[config.mk]
export PLATFORM = sky130hd
export DESIGN_NAME = blink_sign_seq
export DESIGN_NICKNAME = d
export VERILOG_FILES = /design/src/rtl/blink_sign_pkg.sv /design/src/rtl/blink_sign_sync.sv /design/src/rtl/blink_sign_prescaler.sv /design/src/rtl/blink_sign_fsm.sv /design/src/rtl/blink_sign_seq.sv
export SDC_FILE = /design/constraint.sdc
export NUM_CORES = 1
export LEC_CHECK = 0
export CAP_MARGIN = 5
export CELL_PAD_IN_SITES_DETAIL_PLACEMENT = 0
export CELL_PAD_IN_SITES_GLOBAL_PLACEMENT = 1
export CORE_ASPECT_RATIO = 1.1
export CORE_MARGIN = 5
export CORE_UTILIZATION = 25
export CTS_CLUSTER_DIAMETER = 120
export DETAILED_ROUTE_END_ITERATION = 10
export DONT_BUFFER_PORTS = 1
export PLACE_DENSITY_LB_ADDON = 0.1
export SYNTH_ARGS = -nofsm -noshare
export SYNTH_HDL_FRONTEND = slang
export SYNTH_SLANG_ARGS = --single-unit
[constraint.sdc]
create_clock -name clk -period 4.2 [get_ports clk]
set_input_delay 0.21 -clock clk [delete_from_list [all_inputs] [get_ports clk]]
set_output_delay 0.21 -clock clk [all_outputs]
set_load 0.02 [all_outputs]
[src/rtl/blink_sign_pkg.sv]
// Package: shared types and the step-to-lamp decode for the sign sequencer.
// Assumes exactly five lamps and four pattern steps.
package blink_sign_pkg;

    localparam int LAMP_W  = 5;
    localparam int STEP_W  = 2;

    // Pattern step held in two flip-flops; order of values is the loop order.
    typedef enum logic [STEP_W-1:0] {
        STEP_DARK  = 2'd0,
        STEP_TWO   = 2'd1,
        STEP_FOUR  = 2'd2,
        STEP_FIVE  = 2'd3
    } step_e;

    // Number of lamps lit in a given step, counted from lamp 1.
    function automatic int unsigned lit_count(input step_e s);
        case (s)
            STEP_DARK: lit_count = 0;
            STEP_TWO:  lit_count = 2;
            STEP_FOUR: lit_count = 4;
            default:   lit_count = 5;
        endcase
    endfunction

    // Lamp mask: the lowest lit_count bits set.
    function automatic logic [LAMP_W-1:0] step_lamps(input step_e s);
        logic [LAMP_W-1:0] m;
        m = '0;
        for (int i = 0; i < LAMP_W; i++) begin
            if (i < int'(lit_count(s))) m[i] = 1'b1;
        end
        return m;
    endfunction

    // Successor step in the repeating loop.
    function automatic step_e step_next(input step_e s);
        return step_e'(s + 2'd1);
    endfunction

endpackage

[src/rtl/blink_sign_sync.sv]
// Module: brings the asynchronous switch level into the clock domain.
// Assumes SYNC_STAGES >= 2; the chain clears on reset.
module blink_sign_sync #(
    parameter int SYNC_STAGES = 2
) (
    input  logic clk,
    input  logic rst_n,
    input  logic async_in,
    output logic sync_out
);

    logic [SYNC_STAGES-1:0] chain_q;

    // Shift the switch level through the flop chain.
    always_ff @(posedge clk) begin
        if (!rst_n) chain_q <= '0;
        else        chain_q <= {chain_q[SYNC_STAGES-2:0], async_in};
    end

    assign sync_out = chain_q[SYNC_STAGES-1];

endmodule

[src/rtl/blink_sign_prescaler.sv]
// Module: counts clock cycles and pulses a step tick once per interval.
// Assumes run is already synchronous; while run is low the count stays at zero.
module blink_sign_prescaler #(
    parameter int STEP_CYCLES = 8
) (
    input  logic clk,
    input  logic rst_n,
    input  logic run,
    output logic tick
);

    localparam int CW = (STEP_CYCLES > 1) ? $clog2(STEP_CYCLES) : 1;
    localparam logic [CW-1:0] LAST = CW'(STEP_CYCLES - 1);

    logic [CW-1:0] cnt_q;
    logic          at_end;

    assign at_end = (cnt_q == LAST);
    assign tick   = run && at_end;

    // Interval counter: clears when idle, wraps at the last cycle.
    always_ff @(posedge clk) begin
        if (!rst_n || !run) cnt_q <= '0;
        else if (at_end)    cnt_q <= '0;
        else                cnt_q <= cnt_q + 1'b1;
    end

endmodule

[src/rtl/blink_sign_fsm.sv]
// Module: four-step pattern state plus the registered lamp decode.
// Assumes tick is only high while run is high.
module blink_sign_fsm
    import blink_sign_pkg::*;
(
    input  logic              clk,
    input  logic              rst_n,
    input  logic              run,
    input  logic              tick,
    output logic [LAMP_W-1:0] lamps
);

    step_e             step_q;
    step_e             step_d;
    logic [LAMP_W-1:0] lamps_q;

    // Next step: dark when idle, successor on a tick, else hold.
    always_comb begin
        if (!run)      step_d = STEP_DARK;
        else if (tick) step_d = step_next(step_q);
        else           step_d = step_q;
    end

    // Step register.
    always_ff @(posedge clk) begin
        if (!rst_n) step_q <= STEP_DARK;
        else        step_q <= step_d;
    end

    // Lamp register, loaded with the decode of the next step.
    always_ff @(posedge clk) begin
        if (!rst_n) lamps_q <= '0;
        else        lamps_q <= step_lamps(step_d);
    end

    assign lamps = lamps_q;

endmodule

[src/rtl/blink_sign_seq.sv]
// Top: warning-sign lamp sequencer.
// Assumes CLK_HZ is a multiple of 1000 and the interval is at least one cycle.
module blink_sign_seq
    import blink_sign_pkg::*;
#(
    parameter int CLK_HZ      = 50_000_000,
    parameter int STEP_MS     = 500,
    parameter int SYNC_STAGES = 2
) (
    input  logic              clk,
    input  logic              rst_n,
    input  logic              sw_on,
    output logic [LAMP_W-1:0] lamps
);

    localparam int STEP_CYCLES = (CLK_HZ / 1000) * STEP_MS;

    logic sw_sync;
    logic step_tick;

    blink_sign_sync #(.SYNC_STAGES(SYNC_STAGES)) u_sync (
        .clk      (clk),
        .rst_n    (rst_n),
        .async_in (sw_on),
        .sync_out (sw_sync)
    );

    blink_sign_prescaler #(.STEP_CYCLES(STEP_CYCLES)) u_presc (
        .clk   (clk),
        .rst_n (rst_n),
        .run   (sw_sync),
        .tick  (step_tick)
    );

    blink_sign_fsm u_fsm (
        .clk   (clk),
        .rst_n (rst_n),
        .run   (sw_sync),
        .tick  (step_tick),
        .lamps (lamps)
    );

endmodule

# Yosys cells after proc, flatten, opt, wreduce, memory -nomap -nowiden
# Cells that the tools add are included.
# classes
add_sub_neg,2
mul,0
n_div,0
order_cmp,5
eq_ne,3
n_shift,0
n_mux,9
bitwise,0
n_reduce_logical,6
# op_table
operator,n
"3-bit by 32-bit < comparator with 1-bit output, first input constant",2
"1-bit by 32-bit < comparator with 1-bit output, first input constant",1
"2-bit by 32-bit < comparator with 1-bit output, first input constant",1
"4-bit by 32-bit < comparator with 1-bit output, first input constant",1
32-bit two-way mux,1
"25-bit by 1-bit adder with 25-bit output, second input constant",1
"25-bit equality test, second input constant",1
3-bit one-hot mux with 3 select lines,1
1-bit two-way mux,5
2-bit two-way mux,2
"2-bit by 1-bit adder with 2-bit output, second input constant",1
"2-bit by 1-bit equality test with 1-bit output, second input constant",1
"2-bit equality test, second input constant",1
1-bit zero test,2
2-bit zero test,1
2-bit OR reduction,1
1-bit logical AND,1
1-bit logical OR,1
# totals
reg_bits,34
latchBits,0
ramBits,0
mem_bits_ro,0
input_bits,3
out_inout_bits,5
word_cells,29
mem_count,0

# Longest topological paths before layout
# depth
word_depth,9
mapped_depth,6
mapped_depth_nobuf,5

# Cells and area by module
# From an unflattened synthesis, not the netlist that was laid out.
# hier_totals
cells_unflattened,157
hier_area_um2,1368.8
# by_module_without_submodules
module,n_inst,cells_per_inst,area_each_um2,seq_area_each_um2
blink_sign_prescaler,1,137,1149.9,500.5
blink_sign_fsm,1,16,166.4,80.1
blink_sign_sync,1,4,52.6,40.0

# Worst setup path after synthesis
# OpenSTA, ideal clock, no wires.
# synth_timing
path_type,register to register
from,register u_presc.cnt_q[0]
to,register u_presc.cnt_q[7]
setup_time_ps,117
t_arrival_ps,1618
required_ps,4083
slack_ps,2465
stages_incl_launch_ff,7
path_buffers,1
synth_period_minus_slack_ps,1735
cell_sequence,dfxtp_1 ha_1 nand3_1 or4_4 o21bai_4 buf_2 nor2_1
# synth_between
elab_chain_len,2
word_cells_on_any_way,3
cone_classes,add/sub (1); eq/ne (1); reduce/logical (1)
# synth_rtl
item,line_no,text
start: declaration,blink_sign_prescaler.sv:15,logic [CW-1:0] cnt_q;
start signal: assignment,blink_sign_prescaler.sv:25,else cnt_q <= cnt_q + 1'b1;
branches (longest 2 deep; another with 25-bit by 1-bit adder with 25-bit output),-,
# Several ways; the timed one is not identified.
# A chain may end at the register's enable or synchronous reset.

# Worst setup path after layout
# layout_timing
from,register u_presc.cnt_q[0]
to,register u_presc.cnt_q[3]
# The elaborated chain is that of the path after synthesis.

==> impl_summary.log <==
INFO  metric synth_largest_area_cell = dfxtp_1
INFO  metric critPathMaxFanout = 23
INFO  metric cts-resized-gates = 0
INFO  metric first_global_vias = between 1000 and 1500
INFO  metric power.share.sequential = 50.7%
INFO  metric finish.cell_count_without_fillers = 245
INFO  metric start_util = roughly a quarter
INFO  metric sw_frac_of_total = 20.0%
INFO  metric tritoncts = built
INFO  metric finalSetupViolations = 0
INFO  metric crit_end_category = flip-flop
INFO  metric htree_levels = 2
INFO  metric clk_root_buffer_cell = clkbuf_8
INFO  metric yosys.cell_count.top_type = dfxtp_1
INFO  metric max_slew.worst_pin.slew = roughly 630 ps
INFO  metric synth_fa_ha_area_share = less than 1%
INFO  metric relSlewSlack = 58.2%
INFO  metric pwr-share-clk = 48.6%
INFO  metric report.final.slew_viol_count = 0
INFO  metric worstSetupStartpointType = flip-flop
INFO  metric post_synth_num_cell_types = 37
INFO  metric finish.instance_area = 0.00168 sq mm
INFO  metric cts.sinks = 32
INFO  metric wirelength = approximately 3200 microns
INFO  metric post_synth.cell_area_avg = 9.12 sq um
INFO  metric number_of_drc_markers_in_iteration_0 = 35
INFO  metric cts_post_setup_buffers_inserted = 0
INFO  metric grt_usage = a little under a tenth
INFO  metric post_synth_and_or_nand_nor_area_fraction = 33.4%
INFO  metric area_growth_syn_to_layout = 10.2%
INFO  metric internal-power = roughly 0.00048 W
INFO  metric maxCapViolations = 0
INFO  metric fp-row-count = 29
INFO  metric layout_worst_path_cycle_share = 51.0%
INFO  metric netSwitchingPower = 0.000121 W
INFO  metric globalplace.congestion = approximately 0.70
INFO  metric grt.met2_usage = between 10 and 15%
INFO  metric worstPathRequired = 4350 ps
INFO  metric share_comb_of_total_power = less than 1%
INFO  metric post-route-drc-count = 0
INFO  metric detailedPlacementHpwl = 2250 microns
INFO  metric largest_net_degree_at_the_start_of_global_routing = 24
INFO  metric numPlacedInstances = approximately 240
INFO  metric synth_compound_gate_area_share = roughly 11%
INFO  metric path_class = reg2reg
INFO  metric number_of_antenna_violations_at_the_first_check_in_global_routing = 0
INFO  metric die_height = 91.9 microns
INFO  metric numCtsBuffers = 5
INFO  metric synth_edf_count = 0
INFO  metric synthMuxAreaShare = 1.31%
INFO  metric final_period_minus_worst_setup_slack = 2140 ps
INFO  metric numPortBuffers = 0
INFO  metric synthDominantCellAreaShare = a little over two fifths
INFO  metric grt_util_met3 = 2.78%
INFO  metric max_clock_freq = 467 MHz
INFO  metric first_pass_iters = 4
INFO  metric num_vias = 1166
INFO  metric worst_ep_arrival_time = roughly 2300 ps
INFO  metric hp_start = rst_n
INFO  metric yosys_warnings = 0
INFO  metric worst_ir_drop_vdd = around 0.11 mV
INFO  metric synth.top_cells.by_count = 32 x dfxtp_1, 18 x nor2_1, 13 x a21oi_1, 10 x nand2_1, 9 x nand4_1
INFO  metric placement.cell_area = 0.00157 sq mm
INFO  metric cts-hold-fix-buffers = 0
INFO  metric synth_ff_type = dfxtp_1
INFO  metric use_met1 = ~12%
INFO  metric grt_setup_unrepaired = false
INFO  metric hold_viol_final = 0
INFO  metric grt_first_pass_wirelength = 5550 microns
INFO  metric power_density = 359 mW/mm^2
INFO  metric final_nets = about 170
INFO  metric status = complete, no violations
INFO  metric routed_wire_length_per_instance = between 10 and 15 microns
INFO  metric synth_top_cells_by_area = dfxtp_1 42%, xnor2_1 4.6%, nor2_1 4.4%
INFO  metric most_used_layer_global_route = met2
INFO  metric clk_pin_slew = 70 ps
INFO  metric syn_area = 0.00152 sq mm
INFO  metric routed_via_density = 4.76
INFO  metric drive_gt1_share = about 11%
INFO  metric clock_latency = 280 ps
INFO  metric syn-instance-count = ~170
INFO  metric worst_setup_path_startpoint = u_presc.cnt_q[0]
INFO  metric tightest_hold_check_type = in2reg
INFO  metric total_negative_slack = 0 ps
INFO  metric die_width = 84.4 microns
INFO  metric clock_path_buffers = 2
INFO  metric worst_clock_skew = roughly 6.9 ps
INFO  metric async_flop_share = 0%
INFO  metric ioPinCount = 8
INFO  metric grt-ovfl-total = 0
INFO  metric synth.net_count = 171
INFO  metric yosysSeqAreaShare = 42.1%
INFO  metric antenna_left = 0
INFO  metric postSynthRegisterBits = 32
INFO  metric total_die_area = roughly 0.0078 sq mm
INFO  metric timing.hold.ws = 43.5 ps
INFO  metric n_antenna_cell = 0
INFO  metric core_area = 0.00584 sq mm
INFO  metric synth_top_family_by_area = simple AND/OR/NAND/NOR gates
INFO  metric power.static_leakage = approximately 0.46 nW
INFO  metric synth_xor_xnor_area_share = under 10%
INFO  metric timing.rr.start = u_presc.cnt_q[0]
## metal layers
| layer | vias up | part of all wire (%) |
|---|---|---|
| li1 | 614 | - |
| met1 | 531 | 51 |
| met2 | 16 | 43 |
| met3 | 5 | 4.1 |
| met4 | 0 | 1.8 |
| met5 | - | 0 |
## final timing paths
kind / to / slack (ps) / cells after the start
max: u_presc.cnt_q[3] / 2060 / 5
min: u_sync.chain_q[0] / 40 / 1
max reg2reg: u_presc.cnt_q[3] / 2060 / 5
min reg2reg: u_sync.chain_q[1] / 440 / 1
## state kept, by name, summed over array words and instances (netlist names)
signal          cells
u_presc.cnt_q      25
u_fsm.step_q        2
u_sync.chain_q      2
u_fsm.lamps         3
## cells by family (layout without fill, tap and decap cells)
group / after synthesis / in the layout
AOI/OAI and AO/OA: 27 / 27
xor gates and xnor gates: 12 / 12
adders and majority gates: 1 / 1
buffers and inverters: 12 / 13
DFF: 32 / 32
muxes: 2 / 2
and+or+nand+nor: 81 / 81
## cells in the final DEF, fill, tap and decap left out, drive strengths merged
master,count
nor2,18
clkbuf,5
clkinv,1
xor2,4
or2,2
nand3,8
bufinv,1
clkinvlp,1
nor4bb,1
nor3b,1
and3,3
and4,3
nand4,11
mux2i,2
or3,4
o21ai,7
o21bai,1
o31ai,6
and2,3
and4bb,1
nand2,10
or4b,1
nor4,4
inv,5
nor3,3
or4,8
xnor2,8
ha,1
dfxtp,32
a21oi,13
## layout make-up
class	instances	area, sq um
inverter	5	18.8
sequential	32	641
multi-input combinational	123	811
tap	77	96.3
clock buffer	5	68.8
clock inverter	3	42.5
fill	632	4160
## metrics by stage
| stage | setup slack [ps] | total power, W | utilization (%) |
|---|---|---|---|
| floorplan | 2460 | 0.000315 | - |
| global placement | 2110 | 0.000316 | 26.8 |
| detailed placement | 2050 | 0.000316 | 26.8 |
| CTS | 2040 | 0.000617 | 28.7 |
| global route | 1880 | 0.000633 | 28.7 |
| finish | 2060 | 0.000602 | 28.7 |
## power by group through the flow
stage | Combinational [W] | Clock [W] | Sequential [W]
finish | 0.00000412 | 0.000293 | 0.000305
global route | 0.00000473 | 0.000324 | 0.000305
CTS | 0.00000420 | 0.000308 | 0.000305
detailed placement | 0.00000420 | 0 | 0.000312
global placement | 0.00000415 | 0 | 0.000312
floorplan | 0.00000340 | 0 | 0.000312
## critical path, cell delays in order, from the launching register on
cell and delay, ps:
dfxtp_1 390, ha_1 220, nand3_1 250, or4_4 520, o21bai_4 520, nor2_1 110
Note: power is estimated with default switching activity, not from simulation.
